File: src/rtl/cmode_alu_pkg.sv
package cmode_alu_pkg;

    localparam int TAG_W = 3;

    typedef enum logic [3:0] {
        OP_SADD = 4'd0,
        OP_SSUB = 4'd1,
        OP_UADD = 4'd2,
        OP_USUB = 4'd3,
        OP_VADD = 4'd4,
        OP_VSUB = 4'd5,
        OP_LADD = 4'd6,
        OP_LSUB = 4'd7,
        OP_AND  = 4'd8,
        OP_OR   = 4'd9,
        OP_XOR  = 4'd10,
        OP_BND  = 4'd11
    } op_e;

    typedef enum logic [3:0] {
        CS_NEVER  = 4'd0,
        CS_ZERO   = 4'd1,
        CS_LT     = 4'd2,
        CS_LE     = 4'd3,
        CS_ADDR   = 4'd4,
        CS_NZ     = 4'd5,
        CS_GE     = 4'd6,
        CS_GT     = 4'd7,
        CS_OVF    = 4'd8,
        CS_BC     = 4'd9,
        CS_TAG    = 4'd10,
        CS_NBC    = 4'd11,
        CS_NTAG   = 4'd12,
        CS_MODE   = 4'd13
    } csel_e;

    function automatic logic tag_odd(input logic [TAG_W-1:0] t);
        return !((t == '0) || (t == '1));
    endfunction

    function automatic logic op_known(input logic [3:0] op);
        return op <= 4'd11;
    endfunction

endpackage

File: src/rtl/cmode_alu_arith.sv
module cmode_alu_arith
    import cmode_alu_pkg::*;
#(
    parameter int W = 32
) (
    input  logic [3:0]   op,
    input  logic [W-1:0] lhs,
    input  logic [W-1:0] rhs,
    input  logic         carry_in,
    output logic [W-1:0] sum,
    output logic         c32,
    output logic         carry_nx
);
    logic         is_sub;
    logic         use_flag;
    logic         cin_raw;
    logic         cin_add;
    logic         cout;
    logic [W-1:0] rhs_eff;

    always_comb begin
        is_sub   = (op == OP_SSUB) || (op == OP_USUB) || (op == OP_VSUB) ||
                   (op == OP_LSUB) || (op == OP_BND);
        use_flag = (op == OP_SADD) || (op == OP_SSUB) ||
                   (op == OP_UADD) || (op == OP_USUB);
        cin_raw  = use_flag ? carry_in : 1'b0;
        cin_add  = is_sub ? ~cin_raw : cin_raw;
        rhs_eff  = is_sub ? ~rhs : rhs;
        {cout, sum} = {1'b0, lhs} + {1'b0, rhs_eff} + {{W{1'b0}}, cin_add};
        c32      = is_sub ? ~cout : cout;

        case (op)
            OP_SADD, OP_SSUB, OP_LADD, OP_LSUB: carry_nx = 1'b0;
            OP_UADD, OP_USUB:                   carry_nx = c32;
            default:                            carry_nx = carry_in;
        endcase
    end
endmodule

File: src/rtl/cmode_alu_cond.sv
module cmode_alu_cond
    import cmode_alu_pkg::*;
#(
    parameter int          W     = 32,
    parameter logic [31:0] KLIM  = 32'h0001_0000
) (
    input  logic [3:0]   sel,
    input  logic [W-1:0] lhs,
    input  logic [W-1:0] rhs,
    input  logic [W-1:0] aout,
    input  logic         c32,
    output logic         cond,
    output logic         sel_bad
);
    logic zero, lt, le, ovf, tag;

    always_comb begin
        zero = (aout == '0);
        lt   = c32 ^ (lhs[W-1] ^ rhs[W-1]);
        le   = lt | zero;
        ovf  = (c32 ^ aout[W-1]) ^ (lhs[W-1] ^ rhs[W-1]);
        tag  = tag_odd(lhs[W-1 -: TAG_W]) | tag_odd(rhs[W-1 -: TAG_W]) |
               tag_odd(aout[W-1 -: TAG_W]);
        sel_bad = 1'b0;
        case (sel)
            CS_NEVER: cond = 1'b0;
            CS_ZERO:  cond = zero;
            CS_LT:    cond = lt;
            CS_LE:    cond = le;
            CS_ADDR:  cond = (aout < W'(KLIM));
            CS_NZ:    cond = ~zero;
            CS_GE:    cond = ~lt;
            CS_GT:    cond = ~le;
            CS_OVF:   cond = ovf;
            CS_BC:    cond = ~c32;
            CS_TAG:   cond = tag;
            CS_NBC:   cond = c32;
            CS_NTAG:  cond = ~tag;
            CS_MODE:  cond = 1'b1;
            default: begin
                cond    = 1'b0;
                sel_bad = 1'b1;
            end
        endcase
    end
endmodule

File: src/rtl/cmode_alu.sv
module cmode_alu
    import cmode_alu_pkg::*;
#(
    parameter int          W    = 32,
    parameter logic [31:0] KLIM = 32'h0001_0000
) (
    input  logic         clk,
    input  logic         rst,
    input  logic [3:0]   op_i,
    input  logic [3:0]   sel_i,
    input  logic [W-1:0] left_i,
    input  logic [W-1:0] right_i,
    input  logic         reject_i,
    output logic [W-1:0] result_o,
    output logic         cond_o,
    output logic         err_o,
    output logic         carry_o
);
    logic [W-1:0] sum_w, aout_w, res_w;
    logic         c32_raw, c32_w, carry_nx_w, cond_w, sel_bad_w, op_ok;
    logic         carry_q;

    cmode_alu_arith #(.W(W)) u_arith (
        .op       (op_i),
        .lhs      (left_i),
        .rhs      (right_i),
        .carry_in (carry_q),
        .sum      (sum_w),
        .c32      (c32_raw),
        .carry_nx (carry_nx_w)
    );

    always_comb begin
        op_ok = op_known(op_i);
        c32_w = 1'b0;
        case (op_i)
            OP_AND:  aout_w = left_i & right_i;
            OP_OR:   aout_w = left_i | right_i;
            OP_XOR:  aout_w = left_i ^ right_i;
            default: begin
                aout_w = op_ok ? sum_w : '0;
                c32_w  = op_ok ? c32_raw : 1'b0;
            end
        endcase
        res_w = (op_i == OP_BND) ? left_i : aout_w;
    end

    cmode_alu_cond #(.W(W), .KLIM(KLIM)) u_cond (
        .sel     (sel_i),
        .lhs     (left_i),
        .rhs     (right_i),
        .aout    (aout_w),
        .c32     (c32_w),
        .cond    (cond_w),
        .sel_bad (sel_bad_w)
    );

    always_ff @(posedge clk) begin
        if (rst) begin
            result_o <= '0;
            cond_o   <= 1'b0;
            err_o    <= 1'b0;
            carry_q  <= 1'b0;
        end else begin
            result_o <= res_w;
            cond_o   <= cond_w;
            err_o    <= ~op_ok | sel_bad_w;
            if (!(reject_i || cond_w))
                carry_q <= carry_nx_w;
        end
    end

    assign carry_o = carry_q;

    assert_hold_on_reject_R8: assert property (@(posedge clk) disable iff (rst)
        reject_i |=> (carry_o == $past(carry_o)));

    assert_vpair_keeps_R5: assert property (@(posedge clk) disable iff (rst)
        ((op_i == OP_VADD) || (op_i == OP_VSUB)) |=> $stable(carry_o));

    assert_clear_pairs_R3: assert property (@(posedge clk) disable iff (rst)
        (((op_i == OP_SADD) || (op_i == OP_SSUB) || (op_i == OP_LADD) ||
          (op_i == OP_LSUB)) && !reject_i && !cond_w) |=> !carry_o);

    assert_bound_passes_left_R7: assert property (@(posedge clk) disable iff (rst)
        (op_i == OP_BND) |=> (result_o == $past(left_i)));

    assert_mode_true_R9: assert property (@(posedge clk) disable iff (rst)
        (sel_i == CS_MODE) |=> cond_o);

    assert_never_false_R9: assert property (@(posedge clk) disable iff (rst)
        (sel_i == CS_NEVER) |=> !cond_o);

    assert_bad_op_R13: assert property (@(posedge clk) disable iff (rst)
        (op_i > 4'd11) |=> (err_o && (result_o == '0) && $stable(carry_o)));
endmodule

File: config.mk
export PLATFORM = sky130hd
export DESIGN_NAME = cmode_alu
export DESIGN_NICKNAME = d
export VERILOG_FILES = /design/src/rtl/cmode_alu_pkg.sv /design/src/rtl/cmode_alu_arith.sv /design/src/rtl/cmode_alu_cond.sv /design/src/rtl/cmode_alu.sv
export SDC_FILE = /design/constraint.sdc
export NUM_CORES = 1
export LEC_CHECK = 0
export BUFFER_PORTS_ARGS = -buffer_cell sky130_fd_sc_hd__buf_2
export CORE_UTILIZATION = 59
export CTS_CLUSTER_DIAMETER = 50
export DETAILED_ROUTE_END_ITERATION = 8
export GPL_TIMING_DRIVEN = 1
export HOLD_SLACK_MARGIN = 0.08
export PLACE_DENSITY = 0.82
export SLEW_MARGIN = 20
export SYNTH_ARGS = -nofsm -noshare
export SYNTH_HDL_FRONTEND = slang
export SYNTH_SLANG_ARGS = --single-unit
export TNS_END_PERCENT = 100
File: constraint.sdc
create_clock -name clk -period 12.1 [get_ports clk]
set_input_delay 1.21 -clock clk [delete_from_list [all_inputs] [get_ports clk]]
set_output_delay 1.21 -clock clk [all_outputs]
set_load 0.1 [all_outputs]
# Word level (Yosys, flattened, before mapping)
# Cells that the tools add are included.
[word_totals] register_bits=35 input_bits=75 elab_cells=93 output_inout_bits=35
[op_classes] muxes=12 n_reduce_logical=26 n_eq_ne=26 order_cmp=2 add_sub_neg=2 n_bitwise=21
[op_table] operator="$mux 32" n=3
[op_table] operator="$pmux 32 s3" n=1
[op_table] operator="$eq 4x4->1 const B" n=10
[op_table] operator="$add 32x32->33" n=1
[op_table] operator="$add 33x1->33" n=1
[op_table] operator="$and 32x32->32" n=1
[op_table] operator="$logic_not 32->1" n=1
[op_table] operator="$lt 32x17->1 const B" n=1
[op_table] operator="$not 32->32" n=1
[op_table] operator="$or 32x32->32" n=1
[op_table] operator="$xor 32x32->32" n=1
[op_table] operator="$eq 4x3->1 const B" n=7
[op_table] operator="$eq 4x2->1 const B" n=4
[op_table] operator="$reduce_or 14->1" n=1
[op_table] operator="$pmux 1 s13" n=1
[op_table] operator="$logic_or 1x1->1" n=11
[op_table] operator="$eq 3x3->1 const B" n=3
[op_table] operator="$logic_not 3->1" n=3
[op_table] operator="$not 1->1" n=9
[op_table] operator="$eq 4x1->1 const B" n=2
[op_table] operator="$logic_not 4->1" n=2
[op_table] operator="$mux 1" n=6
[op_table] operator="$le 4x4->1 const B" n=1
[op_table] operator="$or 1x1->1" n=4
[op_table] operator="other kinds (8)" n=13

# Longest topological paths before layout
[depth] ltp_word=19 depth_mapped=22 mapped_depth_nobuf=20

# Hierarchy
# A second synthesis with hierarchy kept.
[unflattened] hier_cells=841 hier_area_um2=6384.9
[modules_own_cells] module="cmode_alu" cells_per_inst=471 area_per_inst_um2=3758.6 n_inst=1 seq_area_each_um2=700.7
[modules_own_cells] module="cmode_alu_arith" cells_per_inst=324 area_per_inst_um2=2307.2 n_inst=1 seq_area_each_um2=0.0
[modules_own_cells] module="cmode_alu_cond" cells_per_inst=46 area_per_inst_um2=319.1 n_inst=1 seq_area_each_um2=0.0

# Worst setup path after synthesis
# OpenSTA, ideal clock, no wires.
[synth_timing] path_type="in2reg" from="in op_i[3]" to="reg carry_q (netlist: carry_o)" required_time_ns=11.977 setup_slack_ns=5.643 n_path_buf=3 setup_time_ns=0.123 arrival_ns=6.333 stages=22 path_cell_list="clkbuf_1 > nand2_1 > nor2_1 > a21oi_1 > clkbuf_1 > clkbuf_1 > xnor2_1 > fa_1 > inv_1 > fa_1 > nand2b_1 > a211oi_2 > o21ai_1 > a211oi_1 > nor3_1 > nor3_1 > nand4_1 > nor4_1 > mux2i_1 > o31ai_1 > or4b_1 > mux2_1"
[synth_between] elab_chain_len=19 word_cells_on_any_way=56 cone_classes="2 x add/sub; 2 x order compare; 11 x eq/ne; 10 x mux; 13 x bitwise; 18 x reduce/logical"
[synth_rtl] element="from (decl)" line="cmode_alu.sv:9" text="input logic [3:0] op_i,"
[synth_rtl] element="parallel branches: the longest is 19 deep, another holds $add 32x32->33"
[synth_rtl] element="to (signal assigned)" line="cmode_alu.sv:69" text="carry_q <= carry_nx_w;"
[synth_rtl] element="to (decl)" line="cmode_alu.sv:21" text="logic carry_q;"
# Parallel ways; which one is timed is not known.
# A chain may end at the register's enable or synchronous reset.

# Final worst setup path
[layout_timing] from="in op_i[1]" to="reg carry_q (netlist: carry_o)"
# Same word-level chain as after synthesis.

==> results.json <==
{
  "slew_viol_final": 0,
  "die_w_um": 103,
  "seq_area_frac_synth_pct": 11.6,
  "port_buffers": 109,
  "crit_path_top_delay_cell": "nor3_1",
  "io_pins": 110,
  "min_from": "carry_o",
  "syn2layout_area_growth_pct": 12.1,
  "final_cell_mix": "buf_2, ha_1, inv_1, nand2_1, nor2_1",
  "synth_edf_count": 0,
  "grt-ovfl-total": 0,
  "synth_cells": 810,
  "syn_area_per_cell_um2": 7.45,
  "gp_congestion": 1.02,
  "worstPathArrival_ns": 7.45,
  "synth_top_cell_area_share_pct": 19.7,
  "drtAntennaViolNets": 0,
  "synth_top_area_cell": "ha_1",
  "grt_pass1_vias": 6444,
  "core-area_um2": 9860,
  "fin_worst_skew_ns": 0.00525,
  "ys_ff_latch": 35,
  "post-route-util_pct": 68.6,
  "htreeDepth": 2,
  "via_count": 6745,
  "ys_types": 72,
  "cts_hold_buf": 0,
  "synth_area_um2": 6030,
  "grt_antenna_before_repair": 0,
  "r2r-end": "carry_o",
  "layout_commonest_cell": "buf_2",
  "post-route-min-period_ns": 7.25,
  "via_per_inst": 6.61,
  "synth-warning-count": 0,
  "wire_per_inst_um": 19.5,
  "fin_nets": 1059,
  "maxSlewHeadroom_pct": 27.2,
  "setup_viol": 0,
  "start_kind": "input port",
  "hold_viol": 0,
  "start_util_pct": 61.2,
  "post_cts_buffers": 0,
  "cts_inserted_buffers": 5,
  "ys_async_sr_fraction_pct": 0,
  "cts_root_buffer": "clkbuf_8",
  "p_leak_uw": 0.00315,
  "worstSkewPairLatency_ns": 0.31,
  "cts_buffer_depth": 2,
  "fp.dieH_um": 103,
  "drive_above_1_share_pct": 16.2,
  "cts.sinks": 35,
  "cp-end-kind": "flop",
  "path_cells": "buf_2, buf_4, nand2_1, nor2_1, a21oi_4, xnor2_1, fa_1, inv_1, fa_1, nand2b_1, a211oi_2, o21ai_1, a211oi_1, nor3_1, nor3_1, nand4_1, nor4_1, mux2i_1, o31ai_1, or4b_1, mux2_1",
  "required_ns": 12.29,
  "first_iter_violations": 466,
  "dp_hpwl_mm": 15.0,
  "grt_first_pass_wirelength_mm": 31.0,
  "status": "complete, no violations",
  "synth_fp_nets": 982,
  "timing.fmax_mhz": 138,
  "ys_top_cells_by_area": "ha_1, dfxtp_1, mux2i_1",
  "cts_tree": "yes",
  "tightest_slew_ns": 1.09,
  "crit_type": "input port to flop",
  "hold_end": "carry_o",
  "synth_ff_type": "dfxtp_1",
  "rows": 36,
  "cts.clk_slew.worst_paths_ns": 0.09,
  "crit_family": "simple AND/OR/NAND/NOR gates",
  "drc": 0,
  "reg2reg_slack_ns": 6.89,
  "rsz0062_at_grt": "no",
  "cp_max_fo": 37,
  "powerDensity_nw_per_um2": 115,
  "hp-class": "flop to flop",
  "grt_use_total_pct": 37.7,
  "die-area_um2": 10600,
  "drt-total-wl_mm": 19.9,
  "antenna_cells": 0,
  "min_period_over_period_pct": 60.0,
  "cp_slowest_stage_delay_ns": 0.67,
  "grt_max_degree": 38,
  "reg2reg_depth": 17,
  "finalSetupTns_ns": 0,
  "max_cap_viol_count": 0,
  "holdPathStages": 2,
  "vdd_ir_drop_max_v": 0.0000721,
  "cts_resized": 0,
  "r2r-start": "carry_o",
  "drt_pre_antenna_iters": 5,
  "critPathBufInv": 3
}
Yosys cell counts (4+ instances only):
cell       count
ha_1          95
inv_1         75
nand2_1       65
nor2_1        55
a21oi_1       46
xnor2_1       40
a211oi_1      35
dfxtp_1       35
mux2i_1       35
o21ai_0       35
o22ai_1       29
clkbuf_1      25
nand3_1       19
buf_2         18
nand4_1       17
o21a_1        13
nor3_1        12
a31oi_1        9
a21o_1         8
a221oi_1       8
o21ai_1        8
or3_1          8
xor2_1         8
and2_1         6
nand2b_1       6
o211ai_1       6
a22oi_1        5
nor3b_1        5
nor4_1         5
o22a_1         5
o31ai_1        5
a32oi_1        4
o2111ai_1      4
o311a_1        4
stage by stage:
stage	cell area, um2	worst slack, ns	power, uW	hold WS [ns]	std cells
global placement	6630	4.84	619	0.594	1013
CTS	6760	4.98	768	0.631	1021
finish	6760	4.85	775	0.623	1021
floorplan	6030	5.64	517	1.24	810
detailed placement	6630	4.69	630	0.611	1013
global route	6760	4.51	817	0.670	1021
routing by layer:
layer  vias to the layer above  share of wire (%)  global-route usage (%)
li1                       3143                  -                       -
met1                      3160                 41                    44.8
met2                       370                 46                    64.5
met3                        72                9.1                    7.32
met4                         0                4.3                    19.2
met5                         -                  0                       0
worst register-to-register path, delay by kind of cell, from the launching register on:
family | cells | cell delay (ns)
buffers and inverters | 1 | 0.07
AOI/OAI and AO/OA | 4 | 1.07
xor gates and xnor gates | 1 | 0.19
and+or+nand+nor | 7 | 2.21
muxes | 2 | 0.55
adders and majority gates | 2 | 0.65
DFF | 1 | 0.34
registers in the layout (all words and copies together) (netlist names):
register,cells
err_o,1
cond_o,1
result_o,32
carry_o,1
worst max-delay path by stage:
| stage | startpoint | endpoint | slack (ns) | cells past startpoint |
|---|---|---|---|---|
| 2_1_floorplan | op_i[3] | carry_o | 5.64 | 22 |
| 3_3_place_gp | op_i[1] | carry_o | 4.84 | 20 |
| 3_5_place_dp | op_i[1] | carry_o | 4.69 | 21 |
| 4_1_cts | op_i[1] | carry_o | 4.98 | 21 |
| 5_1_grt | op_i[1] | carry_o | 4.51 | 21 |
| 6_report | op_i[1] | carry_o | 4.85 | 21 |
kinds of logic (layout without fill, tap and decap cells):
logic type | after synthesis | after routing | synth area share, %
buf+inv | 122 | 200 | 8.03
xor+xnor | 48 | 48 | 6.97
fa+ha+maj | 97 | 97 | 20.4
compound gates | 255 | 255 | 29.5
flops | 35 | 35 | 11.6
mux | 37 | 37 | 6.18
simple gates | 216 | 216 | 17.4
cell type report:
class	instances	area, um2
fill	893	3100
timing repair buffer	117	606
inverter	75	282
tap	133	166
clock buffer	5	68.8
clock inverter	3	67.6
sequential	35	701
multi-input combinational	653	4870
power breakdown:
group          switching, uW  internal (uW)
Clock                   54.1           82.3
Sequential              3.63            131
Combinational            352            151
(Power assumes the default switching activity.)
